===== src/rtl/bus_updown_counter.sv =====
module bus_updown_counter #(
  parameter int WIDTH = 8
) (
  input  logic             clk,
  input  logic [1:0]       mode_sel,
  input  logic             cnt_en_n,
  input  logic             out_en_n,
  input  logic [WIDTH-1:0] bus_in,
  output logic [WIDTH-1:0] bus_out,
  output logic             bus_drv,
  output logic             term_n
);

  localparam logic [1:0] MODE_LOAD = 2'b00;
  localparam logic [1:0] MODE_UP   = 2'b10;
  localparam logic [1:0] MODE_DOWN = 2'b01;
  localparam logic [WIDTH-1:0] ALL_ONES = '1;
  localparam logic [WIDTH-1:0] ONE = WIDTH'(1);

  logic [WIDTH-1:0] cnt_q;
  logic do_load, do_up, do_down;

  assign do_load = (mode_sel == MODE_LOAD) && out_en_n;
  assign do_up   = (mode_sel == MODE_UP)   && !cnt_en_n;
  assign do_down = (mode_sel == MODE_DOWN) && !cnt_en_n;

  always_ff @(posedge clk) begin
    if (do_load)      cnt_q <= bus_in;
    else if (do_up)   cnt_q <= cnt_q + ONE;
    else if (do_down) cnt_q <= cnt_q - ONE;
  end

  assign bus_out = cnt_q;
  assign bus_drv = !out_en_n;
  assign term_n  = !((do_up && cnt_q == ALL_ONES) || (do_down && cnt_q == '0));

  assert_load_R1: assert property (@(posedge clk) disable iff ($isunknown(bus_in))
    (mode_sel == MODE_LOAD && out_en_n) |=> (cnt_q == $past(bus_in)));

  assert_up_step_R2: assert property (@(posedge clk) disable iff ($isunknown(cnt_q))
    (mode_sel == MODE_UP && !cnt_en_n) |=> (cnt_q == $past(cnt_q) + ONE));

  assert_down_step_R3: assert property (@(posedge clk) disable iff ($isunknown(cnt_q))
    (mode_sel == MODE_DOWN && !cnt_en_n) |=> (cnt_q == $past(cnt_q) - ONE));

  assert_gated_hold_R4: assert property (@(posedge clk) disable iff ($isunknown(cnt_q))
    (mode_sel[0] != mode_sel[1] && cnt_en_n) |=> $stable(cnt_q));

  assert_gated_tc_R4: assert property (@(posedge clk) disable iff ($isunknown(cnt_q))
    (mode_sel[0] != mode_sel[1] && cnt_en_n) |-> term_n);

  assert_hold_mode_R5: assert property (@(posedge clk) disable iff ($isunknown(cnt_q))
    (mode_sel == 2'b11) |=> $stable(cnt_q));

  assert_tc_wrap_R8: assert property (@(posedge clk) disable iff ($isunknown(cnt_q))
    (!term_n && mode_sel == MODE_UP) |=> (cnt_q == '0));

  assert_tc_load_R7: assert property (@(posedge clk) disable iff ($isunknown(cnt_q))
    (mode_sel == MODE_LOAD) |-> term_n);

  assert_bad_load_R9: assert property (@(posedge clk) disable iff ($isunknown(cnt_q))
    (mode_sel == MODE_LOAD && !out_en_n) |=> $stable(cnt_q));

endmodule


===== config.mk =====
export PLATFORM = sky130hd
export DESIGN_NAME = bus_updown_counter
export DESIGN_NICKNAME = d
export VERILOG_FILES = /design/src/rtl/bus_updown_counter.sv
export SDC_FILE = /design/constraint.sdc
export NUM_CORES = 1
export LEC_CHECK = 0
export ABC_CLOCK_PERIOD_IN_PS = 2500
export BUFFER_PORTS_ARGS = -buffer_cell sky130_fd_sc_hd__buf_4
export CORE_UTILIZATION = 41
export CTS_CLUSTER_SIZE = 24
export DETAILED_ROUTE_END_ITERATION = 8
export PLACE_DENSITY = 0.71
export SLEW_MARGIN = 25
export SYNTH_ARGS = -nofsm -noshare
export SYNTH_HDL_FRONTEND = slang
export SYNTH_SLANG_ARGS = --single-unit

===== constraint.sdc =====
create_clock -name clk -period 2.5 [get_ports clk]
set_input_delay 0.125 -clock clk [delete_from_list [all_inputs] [get_ports clk]]
set_output_delay 0.125 -clock clk [all_outputs]
set_load 0.03 [all_outputs]

### Yosys cells after proc, flatten, opt, wreduce, memory -nomap -nowiden

Index checks and enable logic that the tools add are counted.

* flip-flop bits (word level): 8
* output and inout bits: 10
* word-level logic and storage cells: 21
* input port bits: 13

* reductions and logical operators: 12
* add/sub/neg operators: 2
* mux-type cells: 3
* equality and inequality tests: 3

Operators by type and width (count)
* 8-bit 2-to-1 mux: 3
* 8-bit by 1-bit adder with 8-bit output (second input constant): 1
* 8-bit equality test (second input constant): 1
* 8-bit zero test: 1
* 8-bit by 1-bit subtractor with 8-bit output (second input constant): 1
* 1-bit logical AND: 5
* 1-bit zero test: 3
* 3-bit nonzero test: 1
* 2-bit by 1-bit equality test with 1-bit output (second input constant): 1
* 2-bit equality test (second input constant): 1
* 2-bit zero test: 1
* 1-bit logical OR: 1

### Longest topological paths before layout

Gate-level depths: netlist of the first run.

* depth in word-level cells: 5
* gate-level depth with buffers: 8
* mapped depth without buffers: 8

### Worst setup path after synthesis of the first run

Ideal clock, no wire load.

* path type: flip-flop to flip-flop
* start point: register cnt_q[0] (netlist: bus_out[0])
* end point: register cnt_q[6] (netlist: bus_out[6]), data pin
* setup time: 262 ps
* data arrival time: 1691 ps
* required time: 2238 ps
* slack: 547 ps
* cell stages (with the launch flop): 7
* period minus slack after synthesis: 1953 ps
* buffers on the path: 0
* cells stage by stage: edfxtp_1 -> fa_1 -> a21oi_1 -> o21ai_0 -> a21oi_1 -> xor2_1 -> o21ai_0

* cells in the longest elaborated chain, start to end: 4
* elaborated cells on any way between the ends: 5
* those cells by class: add/sub: 2; mux: 3

RTL lines
* from (decl): line 20 `logic [WIDTH-1:0] cnt_q;`
* from (signal assigned): line 28 `if (do_load) cnt_q <= bus_in;`
* from (signal assigned): line 29 `else if (do_up) cnt_q <= cnt_q + ONE;`
* from (signal assigned): line 30 `else if (do_down) cnt_q <= cnt_q - ONE;`
* 8-bit by 1-bit subtractor with 8-bit output: line 30
* 8-bit 2-to-1 mux: line 30
* 8-bit 2-to-1 mux (*): line 29
* 8-bit 2-to-1 mux (*): line 28

Every way passes the cells marked *; elsewhere a longest branch is shown, timed or not. The select of a mux whose other input is x is not followed.
A chain may end at the register's enable or synchronous reset.

### Final worst setup path of the first run

Same ends and word-level chain as after synthesis.

==> out/metrics.yaml, run 1 <==
status: "complete, no violations"
tightest_slew_ps: 782
yosysWarnings: 0
crit_fanout: 7
cts_buffer_depth: 2
rsz0062_at_grt: "false"
synth_nets: 93
largest_reg_flops: 8
ys_seq_area_share_pct: 35.6
grt_remaining_overflow: 0
cap_violations: 0
clkSlewWorstSetupHoldPaths_ps: 60
fmax_mhz: 512
area_delta_synth_final_pct: 31.1
grt_pass1_vias: 573
port_buffers: 22
setup_tns_ps: 0
p_per_area_mw_per_mm2: 712
worst_ep_arrival_time_ps: 1950
synth_area_um2: 676
dr_total_vias: 635
die_x_um: 42.6
dpl.hpwl_um: 1210
regArea_um2: 240
slew_violations: 0
coreArea_mm2: 0.00152
startpoint_type: "flip-flop"
place.gp.congestion: 0.866
whs_path_depth: 3
multi_input_area_um2: 415
drc: 0
synthDistinctLibCells: 24
period_share_pct: 78.1
required_ps: 2500
wirelength_um: 1540
yosysTopAreaCell: "edfxtp_1"
avgSynthCellArea_um2: 9.38
synth_seq_cells: 8
clock_latency_ps: 260
whs_ps: 137
ff2ff_path_depth: 6
crit_start: "bus_out[0]$_DFFE_PP_"
synth_common_cells: "o21ai_0, edfxtp_1, nand2_1"
hold_class: "primary input to flip-flop"
wl_per_cell_um: 13.6
cts.htree.levels: 1
final_nets: 120
p_leak_nw: 0.365
post_cts_resized: 0
grt_max_degree: 17
skew_ps: 11.1
die_area_mm2: 0.00181
r2r_slack_ps: 550
antenna_found_initial: 0
cts_buffers: 3
cts_tree: "yes"
syn_inst: 72
postCtsSetupRepairBufs: 0
fillers: 157
drt_iter0_markers: 12
yosysMostFrequentCell: "o21ai_0"
peakVddDrop_uv: 338
die_y_um: 42.6
setup_viol: 0
fp-row-count: 14
crit_type: "flip-flop to flip-flop"
hold_violations: 0
r2r_end: "bus_out[6]$_DFFE_PP_"
synth_edf_count: 8
num_antenna_cells: 0
maxSlewHeadroom_pct: 47.7
grtUsageTotal_pct: 18.4
grt_pass1_wl_um: 2490
async_reset_ff_share_pct: 0
start_util_pct: 44.3
synthTopCellsByArea: "edfxtp_1, ha_1, o21ai_0, xnor2_1, nand2_1"
cts_hold_buffers: 0
end_kind: "flip-flop"
root_buffer: "clkbuf_4"
viasPerCell: 5.62
endpoint: "bus_out[6]$_DFFE_PP_"
firstDrtPassIters: 4
rr_startpoint: "bus_out[0]$_DFFE_PP_"
final_antenna_net_count: 0
period_needed_ps: 1950
cts_sinks: 8
synth_ff_type: "edfxtp_1"
synth_top_cell_area_share_pct: 35.6
io_pins: 23
drive_gt1_share_pct: 28.9
-- layout by cell type (no fill, tap or decap), drive strengths merged --
master / Yosys / final
clkbuf: 0 / 3
or3: 1 / 1
o22ai: 1 / 1
buf: 1 / 23
a211o: 1 / 1
nand3: 1 / 1
nor4: 2 / 2
o21ai: 12 / 12
mux2: 1 / 1
inv: 4 / 4
nor3: 2 / 2
nand2: 8 / 8
or4: 1 / 1
xnor2: 6 / 6
nand4: 2 / 2
a21oi: 5 / 5
a211oi: 1 / 1
nor2: 2 / 2
edfxtp: 8 / 8
o21bai: 2 / 2
fa: 1 / 1
ha: 7 / 7
xor2: 2 / 2
a21o: 1 / 1
-- layout make-up --
type,instances,area share [%]
clock buffers,3,2.54
inverters,4,1.69
multi-input cells,59,46.9
flip-flops and latches,8,27.1
well taps,16,2.26
repair buffers,23,19.5
-- routing by layer --
metal / share of wire (%) / routed length (um) / vias up / GRT usage [%]
met5: 0 / 0 / - / 0
met4: 1.3 / 20 / 0 / 8.13
met3: 4.4 / 68 / 4 / 3.45
met2: 47 / 717 / 22 / 29.5
met1: 48 / 732 / 288 / 24.1
li1: - / - / 321 / -
-- how the worst min path moves through the flow --
stage                          from              endpoint
after floorplan           bus_in[0]  bus_out[0]$_DFFE_PP_
after global placement    bus_in[0]  bus_out[0]$_DFFE_PP_
after detailed placement  bus_in[4]  bus_out[4]$_DFFE_PP_
after CTS                 bus_in[4]  bus_out[4]$_DFFE_PP_
after global routing      bus_in[3]  bus_out[3]$_DFFE_PP_
final                     bus_in[3]  bus_out[3]$_DFFE_PP_
-- kinds of logic after synthesis --
family	after synthesis	synth area share [%]
compound gates	23	19.3
xor+xnor	8	10.4
fa+ha+maj	8	15.9
buf+inv	5	2.96
flops	8	35.6
mux	1	1.67
simple gates	19	14.3
-- power by group --
group / switching, mW / internal [mW]
Sequential: 0.0330 / 0.192
Clock: 0.0451 / 0.0550
Combinational: 0.168 / 0.137
Total: 0.246 / 0.384
-- worst max-delay path, stage by stage, from the launching register on --
cell	delay, ps
edfxtp_1	510
fa_1	500
a21oi_1	170
o21ai_0	100
a21oi_1	180
xor2_1	150
o21ai_0	80
-- through the flow --
stage | util, % | std cells | power [mW] | cell area, um^2 | worst slack, ps
after floorplan | - | 72 | 0.436 | 676 | 547
after global placement | 56.7 | 110 | 0.524 | 863 | 440
after detailed placement | 56.7 | 110 | 0.532 | 863 | 426
after CTS | 58.1 | 113 | 0.633 | 886 | 537
after global routing | 58.1 | 113 | 0.672 | 886 | 371
final | 58.1 | 113 | 0.630 | 886 | 546
Power figures use the tool's default switching activity.
==> run 2, diff against run 1 <==
--- a/config.mk
+++ b/config.mk
@@ -5,12 +5,13 @@
 export SDC_FILE = /design/constraint.sdc
 export NUM_CORES = 1
 export LEC_CHECK = 0
-export ABC_CLOCK_PERIOD_IN_PS = 2500
+export ABC_AREA = 1
+export ABC_CLOCK_PERIOD_IN_PS = 1610
 export BUFFER_PORTS_ARGS = -buffer_cell sky130_fd_sc_hd__buf_4
 export CORE_UTILIZATION = 41
 export CTS_CLUSTER_SIZE = 24
 export DETAILED_ROUTE_END_ITERATION = 8
-export PLACE_DENSITY = 0.71
+export PLACE_DENSITY = 0.72
 export SLEW_MARGIN = 25
 export SYNTH_ARGS = -nofsm -noshare
 export SYNTH_HDL_FRONTEND = slang
==> constraint.sdc (replaced) <==
create_clock -name clk -period 1.61 [get_ports clk]
set_input_delay 0.0805 -clock clk [delete_from_list [all_inputs] [get_ports clk]]
set_output_delay 0.0805 -clock clk [all_outputs]
set_load 0.03 [all_outputs]
==> out/metrics.yaml, run 2 <==
synthDistinctLibCells: 22
period_share_pct: 96.7
final_nets: 168
rsz0062_at_grt: "true"
layout_common_cells: "nand2_1, buf_4, inv_1"
p_leak_nw: 0.563
avgSynthCellArea_um2: 7.18
yosysMostFrequentCell: "nand2_1"
antenna_found_initial: 0
grt_pass1_vias: 732
tightest_slew_ps: 452
met1_length_um: 884
ys_seq_area_share_pct: 31.3
period_needed_ps: 1560
synth_common_cells: "nand2_1, inv_1, nor2_1"
port_buffers: 22
place.gp.congestion: 0.817
yosysTopAreaCell: "edfxtp_1"
synth_area_um2: 768
synthSimpleGateAreaFrac_pct: 41.9
synthTopCellsByArea: "edfxtp_1, nand2_1, ha_1, inv_1, nor2_1"
cap_violations: 0
utilization_pct: 67.5
synth_top_cell_area_share_pct: 31.3
skew_ps: 12.6
firstDrtPassIters: 4
drt_iter0_markers: 9
yosysWarnings: 0
end_kind: "flip-flop"
synth_nets: 128
die_area_mm2: 0.00205
crit_fanout: 3
whs_ps: 74.7
fillers: 167
worst_slack_ps: 53.3
synth_fa_ha_area_share_pct: 14.0
grt_max_degree: 12
synth_seq_cells: 8
cts.htree.levels: 1
synth_xor_area_share_pct: 1.14
layout_commonest_cell: "nand2_1"
start_util_pct: 44.0
async_reset_ff_share_pct: 0
area_delta_synth_final_pct: 53.3
coreArea_mm2: 0.00175
setup_viol: 0
routed.top_layer: "met4"
wl_met2_um: 1060
drive_gt1_share_pct: 37.2
wirelength_um: 2020
root_buffer: "clkbuf_4"
cts_sinks: 8
syn_inst: 107
pre_cts_ws_ps: -80.5
final_antenna_net_count: 0
required_ps: 1620
synth_ff_type: "edfxtp_1"
grtUsageTotal_pct: 20.7
synth_edf_count: 8
io_pins: 23
wl_per_cell_um: 11.9
dpl.hpwl_um: 1570
hold_violations: 0
fmax_mhz: 642
maxSlewHeadroom_pct: 69.8
grt_pass1_wl_um: 2970
clock_latency_ps: 260
worst_ep_arrival_time_ps: 1570
largest_reg_flops: 8
cts_buffers: 3
viasPerCell: 4.85
cts_hold_buffers: 0
grt_remaining_overflow: 0
status: "complete, no violations"
synth_top_family_by_area: "simple AND/OR/NAND/NOR gates"
setup_tns_ps: 0
dr_total_vias: 824
clkSlewWorstSetupHoldPaths_ps: 70
crit_type: "flip-flop to flip-flop"
startpoint_type: "flip-flop"
muxShareOfSynthArea_pct: 0
synth_compound_area_share_pct: 5.37
total_power_mw: 1.01
cts_buffer_depth: 2
hold_class: "primary input to flip-flop"
slew_violations: 0
num_antenna_cells: 0
peakVddDrop_uv: 540
p_per_area_mw_per_mm2: 861
cts_tree: "yes"
fp-row-count: 15
die_x_um: 45.3
die_y_um: 45.3
drc: 0
wl_met3_um: 58
run 2: layout make-up:
class	count	area [um^2]	area share (%)
inverter	13	48.8	4.14
sequential	8	240	20.4
multi-input combinational	86	541	45.9
timing repair buffer	35	294	25.0
clock buffer	3	22.5	1.91
tap	25	31.3	2.66
run 2: final timing paths:
check	to	cells after the start	slack [ps]	startpoint
max	bus_out[7]$_DFFE_PP_	8	50	bus_out[1]$_DFFE_PP_
min reg2reg	bus_out[0]$_DFFE_PP_	2	790	bus_out[0]$_DFFE_PP_
min	bus_out[1]$_DFFE_PP_	3	70	bus_in[1]
max reg2reg	bus_out[7]$_DFFE_PP_	8	50	bus_out[1]$_DFFE_PP_
run 2: logic make-up after synthesis:
logic type	Yosys count
AO/OA/AOI/OAI	7
XOR/XNOR	1
adder cells (fa/ha/maj)	8
buffers and inverters	13
flip-flops	8
AND/OR/NAND/NOR	70
run 2: stage by stage:
step	cell area, um^2	cells
2_1_floorplan	808	107
3_3_place_gp	1110	166
3_5_place_dp	1110	166
4_1_cts	1130	169
5_1_grt	1180	170
6_report	1180	170
run 2: timing repair:
action                     4_1_cts  5_1_grt
hold endpoints to repair         0        0
setup buffers                    0        1
setup endpoints to repair        1        5
gates resized for setup          0       12
pin swaps                        1        2
run 2: power by group:
part	leakage (nW)	switching [mW]	internal (mW)
logic	0.473	0.280	0.260
clock network	0.0138	0.0800	0.0859
registers	0.0761	0.0318	0.276
total	0.563	0.392	0.622
run 2: routing by layer:
layer  up-vias  global-route usage, %
met5         -                      0
met4         0                   7.27
met3         2                   2.40
met2        18                   36.5
li1        425                      -
met1       379                   25.7
run 2: worst max-delay path, cell delays in order (launching register included):
cell	delay, ps
edfxtp_1	460
ha_2	340
nand2_1	60
nand2_2	90
nand3_1	100
nand2_1	80
nand2_1	50
nand3_1	60
nand2_1	50
